## src/rtl/dma_chs_pkg.sv

```systemverilog
package dma_chs_pkg;
    localparam int STAT_W    = 16;
    localparam int BIT_SYNC  = 6;
    localparam int BIT_BLOCK = 5;
    localparam int BIT_LAST  = 4;
    localparam int BIT_FRAME = 3;
    localparam int BIT_DROP  = 1;

    typedef struct packed {
        logic block;
        logic last;
        logic frame;
        logic drop;
    } chs_flags_t;
endpackage

```

## src/rtl/dma_chs_counter.sv

```systemverilog
module dma_chs_counter #(
    parameter int EW = 8,
    parameter int FW = 8
) (
    input  logic          clk,
    input  logic          rst_n,
    input  logic          load,
    input  logic          stop,
    input  logic          step,
    input  logic [EW-1:0] cfg_elem,
    input  logic [FW-1:0] cfg_frame,
    output logic          active_o,
    output logic          frame_done_o,
    output logic          last_start_o,
    output logic          block_done_o
);
    localparam logic [EW-1:0] E_ONE = EW'(1);
    localparam logic [FW-1:0] F_ONE = FW'(1);
    localparam logic [FW-1:0] F_TWO = FW'(2);

    typedef struct packed {
        logic          active;
        logic [EW-1:0] elem_len;
        logic [EW-1:0] elem_left;
        logic [FW-1:0] frame_left;
    } cnt_state_t;

    cnt_state_t st_d, st_q;
    logic       frame_done_d, last_start_d, block_done_d;

    always_comb begin
        st_d         = st_q;
        frame_done_d = 1'b0;
        last_start_d = 1'b0;
        block_done_d = 1'b0;
        if (load) begin
            st_d.active     = 1'b1;
            st_d.elem_len   = cfg_elem;
            st_d.elem_left  = cfg_elem;
            st_d.frame_left = cfg_frame;
            last_start_d    = (cfg_frame == F_ONE);
        end else if (stop) begin
            st_d.active = 1'b0;
        end else if (st_q.active && step) begin
            if (st_q.elem_left == E_ONE) begin
                frame_done_d   = 1'b1;
                st_d.elem_left = st_q.elem_len;
                if (st_q.frame_left == F_ONE) begin
                    block_done_d = 1'b1;
                    st_d.active  = 1'b0;
                end else begin
                    st_d.frame_left = st_q.frame_left - F_ONE;
                    last_start_d    = (st_q.frame_left == F_TWO);
                end
            end else begin
                st_d.elem_left = st_q.elem_left - E_ONE;
            end
        end
    end

    always_ff @(posedge clk or negedge rst_n) begin
        if (!rst_n) begin
            st_q <= '0;
        end else begin
            st_q <= st_d;
        end
    end

    assign active_o     = st_q.active;
    assign frame_done_o = frame_done_d;
    assign last_start_o = last_start_d;
    assign block_done_o = block_done_d;
endmodule

```

## src/rtl/dma_chs_sync.sv

```systemverilog
module dma_chs_sync (
    input  logic clk,
    input  logic rst_n,
    input  logic enabled,
    input  logic sync_in,
    input  logic elem_done,
    output logic sync_o,
    output logic step_o,
    output logic drop_o
);
    typedef struct packed {
        logic pend;
    } sync_state_t;

    sync_state_t st_d, st_q;

    always_comb begin
        st_d   = st_q;
        step_o = enabled && elem_done && st_q.pend;
        drop_o = enabled && sync_in && st_q.pend && !elem_done;
        if (!enabled) begin
            st_d.pend = 1'b0;
        end else begin
            st_d.pend = sync_in || (st_q.pend && !elem_done);
        end
    end

    always_ff @(posedge clk or negedge rst_n) begin
        if (!rst_n) begin
            st_q <= '0;
        end else begin
            st_q <= st_d;
        end
    end

    assign sync_o = st_q.pend;
endmodule

```

## src/rtl/dma_chs_status.sv

```systemverilog
module dma_chs_status
    import dma_chs_pkg::*;
(
    input  logic              clk,
    input  logic              rst_n,
    input  logic              ev_frame,
    input  logic              ev_last,
    input  logic              ev_block,
    input  logic              ev_drop,
    input  logic              ie_frame,
    input  logic              ie_last,
    input  logic              ie_block,
    input  logic              ie_drop,
    input  logic              rd_en,
    input  logic              sync_pend,
    output logic [STAT_W-1:0] rd_data,
    output logic              irq
);
    typedef struct packed {
        chs_flags_t flags;
        logic       irq;
    } stat_state_t;

    stat_state_t st_d, st_q;
    chs_flags_t  set_v;

    always_comb begin
        set_v.frame = ev_frame && ie_frame;
        set_v.last  = ev_last  && ie_last;
        set_v.block = ev_block && ie_block;
        set_v.drop  = ev_drop;
        st_d        = st_q;
        if (rd_en) begin
            st_d.flags = set_v;
        end else begin
            st_d.flags = st_q.flags | set_v;
        end
        st_d.irq = set_v.frame || set_v.last || set_v.block || (ev_drop && ie_drop);
    end

    always_ff @(posedge clk or negedge rst_n) begin
        if (!rst_n) begin
            st_q <= '0;
        end else begin
            st_q <= st_d;
        end
    end

    always_comb begin
        rd_data            = '0;
        rd_data[BIT_SYNC]  = sync_pend;
        rd_data[BIT_BLOCK] = st_q.flags.block;
        rd_data[BIT_LAST]  = st_q.flags.last;
        rd_data[BIT_FRAME] = st_q.flags.frame;
        rd_data[BIT_DROP]  = st_q.flags.drop;
    end

    assign irq = st_q.irq;
endmodule

```

## src/rtl/dma_chan_status.sv

```systemverilog
module dma_chan_status #(
    parameter int EW = 8,
    parameter int FW = 8
) (
    input  logic          clk,
    input  logic          rst_n,
    input  logic          chan_en,
    input  logic [EW-1:0] cfg_elem,
    input  logic [FW-1:0] cfg_frame,
    input  logic          ie_frame,
    input  logic          ie_last,
    input  logic          ie_block,
    input  logic          ie_drop,
    input  logic          sync_in,
    input  logic          elem_done,
    input  logic          rd_en,
    output logic [15:0]   rd_data,
    output logic          irq
);
    typedef struct packed {
        logic en;
    } top_state_t;

    top_state_t st_d, st_q;
    logic load, stop, enabled, active;
    logic step, drop, sync_pend;
    logic frame_done, last_start, block_done;

    always_comb begin
        st_d    = st_q;
        st_d.en = chan_en;
        load    = chan_en && !st_q.en;
        stop    = !chan_en;
        enabled = active && chan_en;
    end

    always_ff @(posedge clk or negedge rst_n) begin
        if (!rst_n) begin
            st_q <= '0;
        end else begin
            st_q <= st_d;
        end
    end

    dma_chs_sync i_sync (
        .clk       (clk),
        .rst_n     (rst_n),
        .enabled   (enabled),
        .sync_in   (sync_in),
        .elem_done (elem_done),
        .sync_o    (sync_pend),
        .step_o    (step),
        .drop_o    (drop)
    );

    dma_chs_counter #(.EW(EW), .FW(FW)) i_cnt (
        .clk          (clk),
        .rst_n        (rst_n),
        .load         (load),
        .stop         (stop),
        .step         (step),
        .cfg_elem     (cfg_elem),
        .cfg_frame    (cfg_frame),
        .active_o     (active),
        .frame_done_o (frame_done),
        .last_start_o (last_start),
        .block_done_o (block_done)
    );

    dma_chs_status i_stat (
        .clk       (clk),
        .rst_n     (rst_n),
        .ev_frame  (frame_done),
        .ev_last   (last_start),
        .ev_block  (block_done),
        .ev_drop   (drop),
        .ie_frame  (ie_frame),
        .ie_last   (ie_last),
        .ie_block  (ie_block),
        .ie_drop   (ie_drop),
        .rd_en     (rd_en),
        .sync_pend (sync_pend),
        .rd_data   (rd_data),
        .irq       (irq)
    );
endmodule

```

## config.mk

```make
export PLATFORM = sky130hd
export DESIGN_NAME = dma_chan_status
export DESIGN_NICKNAME = d
export VERILOG_FILES = /design/src/rtl/dma_chs_pkg.sv /design/src/rtl/dma_chs_counter.sv /design/src/rtl/dma_chs_sync.sv /design/src/rtl/dma_chs_status.sv /design/src/rtl/dma_chan_status.sv
export SDC_FILE = /design/constraint.sdc
export NUM_CORES = 1
export LEC_CHECK = 0
export CAP_MARGIN = 10
export CELL_PAD_IN_SITES_DETAIL_PLACEMENT = 2
export CELL_PAD_IN_SITES_GLOBAL_PLACEMENT = 2
export CORE_MARGIN = 4
export CORE_UTILIZATION = 31
export CTS_BUF_LIST = sky130_fd_sc_hd__clkbuf_8
export CTS_CLUSTER_DIAMETER = 30
export CTS_CLUSTER_SIZE = 8
export DETAILED_ROUTE_END_ITERATION = 12
export MAX_ROUTING_LAYER = met4
export PLACE_DENSITY_LB_ADDON = 0.1
export SYNTH_ARGS = -nofsm -noshare
export SYNTH_HDL_FRONTEND = slang
export SYNTH_HIERARCHICAL = 1
export SYNTH_SLANG_ARGS = --single-unit
```

## constraint.sdc

```tcl
create_clock -name clk -period 2.8 [get_ports clk]
set_input_delay 0.42 -clock clk [delete_from_list [all_inputs] [get_ports clk]]
set_output_delay 0.42 -clock clk [all_outputs]
set_load 0.05 [all_outputs]
```

# After elaboration in Yosys (flattened, before gate mapping)
# Cells that the tools add are included.
# Widths: inputs -> output; s select.
[word_totals]
reg_bits = 32
output_inout_bits = 17
[classes]
add_sub_neg = 2
eq_ne = 8
n_mux = 27
bitwise_logic = 1
reduce_logical = 25
[op_table]
columns = ["cell", "n"]
rows = [
  ["$mux 16", 3],
  ["$eq 8x1->1 const B", 3],
  ["$mux 8", 3],
  ["$mux 1", 20],
  ["$sub 8x1->8 const B", 2],
  ["$logic_and 1x1->1", 13],
  ["$ne 3x1->1 const B", 3],
  ["$eq 8x2->1 const B", 1],
  ["$reduce_bool 2->1", 3],
  ["$logic_or 1x1->1", 4],
  ["$mux 4", 1],
  ["$or 4x4->4", 1],
  ["$reduce_and 4->1", 1],
  ["$reduce_and 3->1", 1],
  ["$logic_not 1->1", 2],
  ["$ne 2x1->1 const B", 1],
  ["$reduce_and 2->1", 1],
]

# Logic depth before layout (Yosys ltp)
[logic_depth]
word_depth = 11
mapped_depth = 9
depth_no_buf = 8

# Hierarchy
# Netlist, hierarchy kept.
[modules_own_cells]
columns = ["module", "instances", "cells_per_inst", "area_each_um2", "seq_area_each_um2"]
rows = [
  ["dma_chs_counter", 1, 169, 1535.2, 625.6],
  ["dma_chs_status", 1, 31, 277.8, 125.1],
  ["dma_chs_sync", 1, 5, 57.6, 25.0],
  ["dma_chan_status", 1, 4, 48.8, 25.0],
]

# Worst setup path before layout
# OpenSTA, ideal clock, no wires.
[synth_path]
kind = "register to register"
start = "reg i_cnt/st_q[12] in the netlist's numbering"
end = "reg i_cnt/st_q[6] in the netlist's numbering"
arrival_ns = 2.059
setup_slack_ns = 0.659
path_stages_with_launch = 6
n_path_buf = 1
cell_sequence = "dfrtp_1 -> or4_1 -> buf_2 -> or3_4 -> or4_1 -> a31oi_1"
[synth_between]
elab_chain_cells = 3
[synth_rtl]
columns = ["element", "line", "source"]
rows = [
  ["start: declaration", "dma_chs_counter.sv:28", "cnt_state_t st_d, st_q;"],
  ["start signal: assignment", "dma_chs_counter.sv:65", "st_q <= st_d;"],
  ["$eq 8x1->1", "dma_chs_counter.sv:45", "if (st_q.elem_left == E_ONE) begin"],
  ["$reduce_bool 2->1 (no line)", "--", ""],
  ["$reduce_and 4->1 (no line)", "--", ""],
]
# No other way between the ends.
# A chain may end at the register's enable or synchronous reset.

==> out/results.tsv <==
stage	metric	value	unit
pwr	internal_power	0.9445	mW
setup_path	worstPathCellList	clkdlybuf4s50_1 > and2_1 > and3_2 > nand3b_1 > nor2_1 > nand2_1 > o41ai_1 > nand2_1 > o21ai_0	
clock_network	clk_pin_slew_worst_paths	0.07	ns
pwr	power.density	549.4	nW/µm²
logic_synthesis	postSynthAreaPerCell	9.183	µm²
setup_path	crit_arrival	2.65	ns
final_layout	nFillCells	666	
clock_network	root_buffer	clkbuf_8	
global_routing	overflow	0	
pwr	power.leakage	0.9923	nW
pwr	ir_drop	0.0002690	V
placement	port_buffers	31	
sta	clock_skew	0.008082	ns
sta	final-max-slew-violation-count	0	
final_layout	drive_gt1_frac	0.1301	
drt	drtIter0Drc	60	
final_layout	nNetsFinal	276	
run	max_cap_viol_count	0	
clock_network	htreeDepth	2	
logic_synthesis	synth_flop_cell	dfrtp_1	
global_routing	grt_max_degree	33	
setup_path	crit_path_start_kind	input port	
sta	min_period	2.444	ns
clock_network	cts_setup_buffers	0	
clock_network	cts_tree	yes	
logic_synthesis	ys_types	49	
global_routing	grt_pass1_vias	1914	
sta	final-setup-viol-count	0	
drt	ant_nets	0	
floorplan	die_h	86.69	µm
sta	rsz0062_at_grt	false	
global_routing	grt_usage	0.1725	
logic_synthesis	synthArstFlopShare	1.000	
pwr	power_frac_comb	0.204	
clock_network	clock-sinks	32	
drt	drt_wl_total	6.003	mm
drt	vias_per_cell	5.402	
clock_network	cts_buffers	5	
setup_path	critPathMaxFanout	5	
floorplan	start_util	0.3223	
sta	fmax	409.1	MHz
setup_path	crit_family	simple AND/OR/NAND/NOR gates	
final_layout	multiInputGateArea	978.4	µm²
drt	drc	0	
logic_synthesis	synthCells	209	
floorplan	die_w	86.69	µm
clock_network	ctsHoldBuffers	0	
floorplan	core	5956	µm²
setup_path	slowest_delay	0.52	ns
logic_synthesis	yosysSeqAreaShare	0.4172	
final_layout	area_delta_synth_final	26.21	%
worst_hold_path	hold_path_class	flip-flop to flip-flop	
final_layout	antenna_cells	0	
placement	place_congestion	0.8200	
floorplan	die_area	7514	µm²
status	status	complete, no violations	
setup_path	worstSetupPathType	input port to flip-flop	
sta	max_slew.worst_pin.slew	0.7384	ns
floorplan	pin_count	43	
pwr	p_switching	0.3864	mW
setup_path	endpoint_kind	flip-flop	
drt	wl_per_cell	18.70	µm
drt	vias	1734	
sta	holdWs	0.4964	ns
floorplan	num_rows	28	
logic_synthesis	synth_edf_count	0	
logic_synthesis	synth_warnings	6	
clock_network	clk_path_buf_depth	2	
setup_path	crit_slowest_cell	clkdlybuf4s50_1	
pwr	clockPowerShare	0.369	
final_layout	mostFrequentLayoutCell	dfrtp_1	
global_routing	grt_pass1_wl	9.742	mm
sta	maxSlewHeadroom	0.5032	
setup_path	crit_buf_inv	1	
drt	drtPass1Iterations	4	
final_layout	post-route-util	0.4067	
clock_network	clock_latency	0.28	ns
sta	fin_setup_tns	0	ns
global_routing	antenna_found_initial	0	
logic_synthesis	synth-seq-cells	32	
pwr	swShare	0.2903	
pwr	seqPwrFrac	0.427	
placement	dpl.hpwl	4.515	mm
clock_network	cts_resized	0	
final_layout	final_cell_mix	dfrtp_1 (32), clkdlybuf4s50_1 (31), nor2_1 (17)	
sta	period_share	0.8730	
setup_path	path_common_cell	nand2_1	
logic_synthesis	netlist_area	1919	µm²
setup_path	cp.required	3.00	ns
sta	finalHoldViolations	0	
final_layout	regArea	800.8	µm²
[cell families after synthesis]
group,Yosys count,synth area share
simple gates,73,0.2151
compound gates,55,0.1962
buf+inv,35,0.09256
flops,32,0.4172
mux,6,0.03520
fa+ha+maj,5,0.03259
xor+xnor,2,0.009128
other cells,1,0.001954
[power groups by stage]
stage                     logic, mW  registers (mW)  clock network (mW)
after floorplan               0.189           0.557                   0
final                         0.272           0.569               0.490
after detailed placement      0.270           0.575                   0
after global routing          0.298           0.576               0.535
after global placement        0.257           0.571                   0
after CTS                     0.276           0.568               0.505
[synth_stat cells, types with 3 or more instances]
library cell	instances	area, µm²
dfrtp_1	32	800.8
nor2_1	17	63.81
inv_1	15	56.30
nand2_1	13	48.80
o21ai_0	13	65.06
buf_4	12	90.09
a21oi_1	7	35.03
nor3_1	7	35.03
or4_1	7	52.55
mux2_2	6	67.56
clkbuf_1	5	18.77
ha_1	5	62.56
o211ai_1	5	37.54
o31ai_1	4	30.03
a211oi_1	3	22.52
a22oi_1	3	22.52
a31oi_1	3	18.77
nand3_1	3	15.01
nand4_1	3	18.77
nor3b_1	3	22.52
[per-stage QoR]
step / cells / cell area (µm²) / power (mW) / setup WS, ns
after detailed placement: 313 / 2296 / 0.8443 / 0.09270
after global routing: 321 / 2422 / 1.409 / 0.1069
final: 321 / 2422 / 1.331 / 0.3555
after global placement: 313 / 2296 / 0.8275 / 0.1727
after floorplan: 219 / 1957 / 0.7465 / 0.6595
after CTS: 321 / 2422 / 1.349 / 0.3189
[state kept, by name, summed over array words and instances (netlist names)]
signal          flops
st_q                1
i_sync/sync_o       1
i_stat/irq          1
i_cnt/st_q         24
i_stat/rd_data      4
i_cnt/active_o      1
[worst register-to-register path, stage by stage (launching register included)]
cell,delay (ns)
dfrtp_1,0.45
or4_1,0.74
or3_4,0.45
or4_1,0.48
a31oi_1,0.19
[per-layer routing]
metal / routed length [µm] / vias up / track usage
li1: - / 808 / -
met4: 82 / 0 / 0.04674
met1: 2510 / 888 / 0.1939
met2: 3209 / 30 / 0.3088
met3: 200 / 8 / 0.03612
met5: 0 / - / -
[final timing paths]
| check | start | to | slack (ns) | cells after the start |
|---|---|---|---|---|
| max | chan_en | i_stat/rd_data[4]$_DFF_PN0_ | 0.36 | 9 |
| min | i_stat/rd_data[1]$_DFF_PN0_ | i_stat/rd_data[1]$_DFF_PN0_ | 0.50 | 1 |
| max reg2reg | i_cnt/st_q[12]$_DFFE_PN0P_ | i_cnt/st_q[6]$_DFFE_PN0P_ | 0.40 | 4 |
| min reg2reg | i_stat/rd_data[1]$_DFF_PN0_ | i_stat/rd_data[1]$_DFF_PN0_ | 0.50 | 1 |
| max in group asynchronous | rst_n | i_cnt/st_q[18]$_DFFE_PN0P_ | 1.94 | 2 |
| min in group asynchronous | rst_n | i_cnt/st_q[12]$_DFFE_PN0P_ | 0.55 | 2 |
[cell type report]
type                            count  share of cell area
Multi-Input combinational cell    152              0.4039
Sequential cell                    32              0.3306
Timing Repair Buffer               38              0.1498
Clock buffer                        7             0.03977
Tap cell                           75             0.03874
Inverter                           16             0.02479
Clock inverter                      1             0.01240
Note: power is estimated with default switching activity, not from simulation.
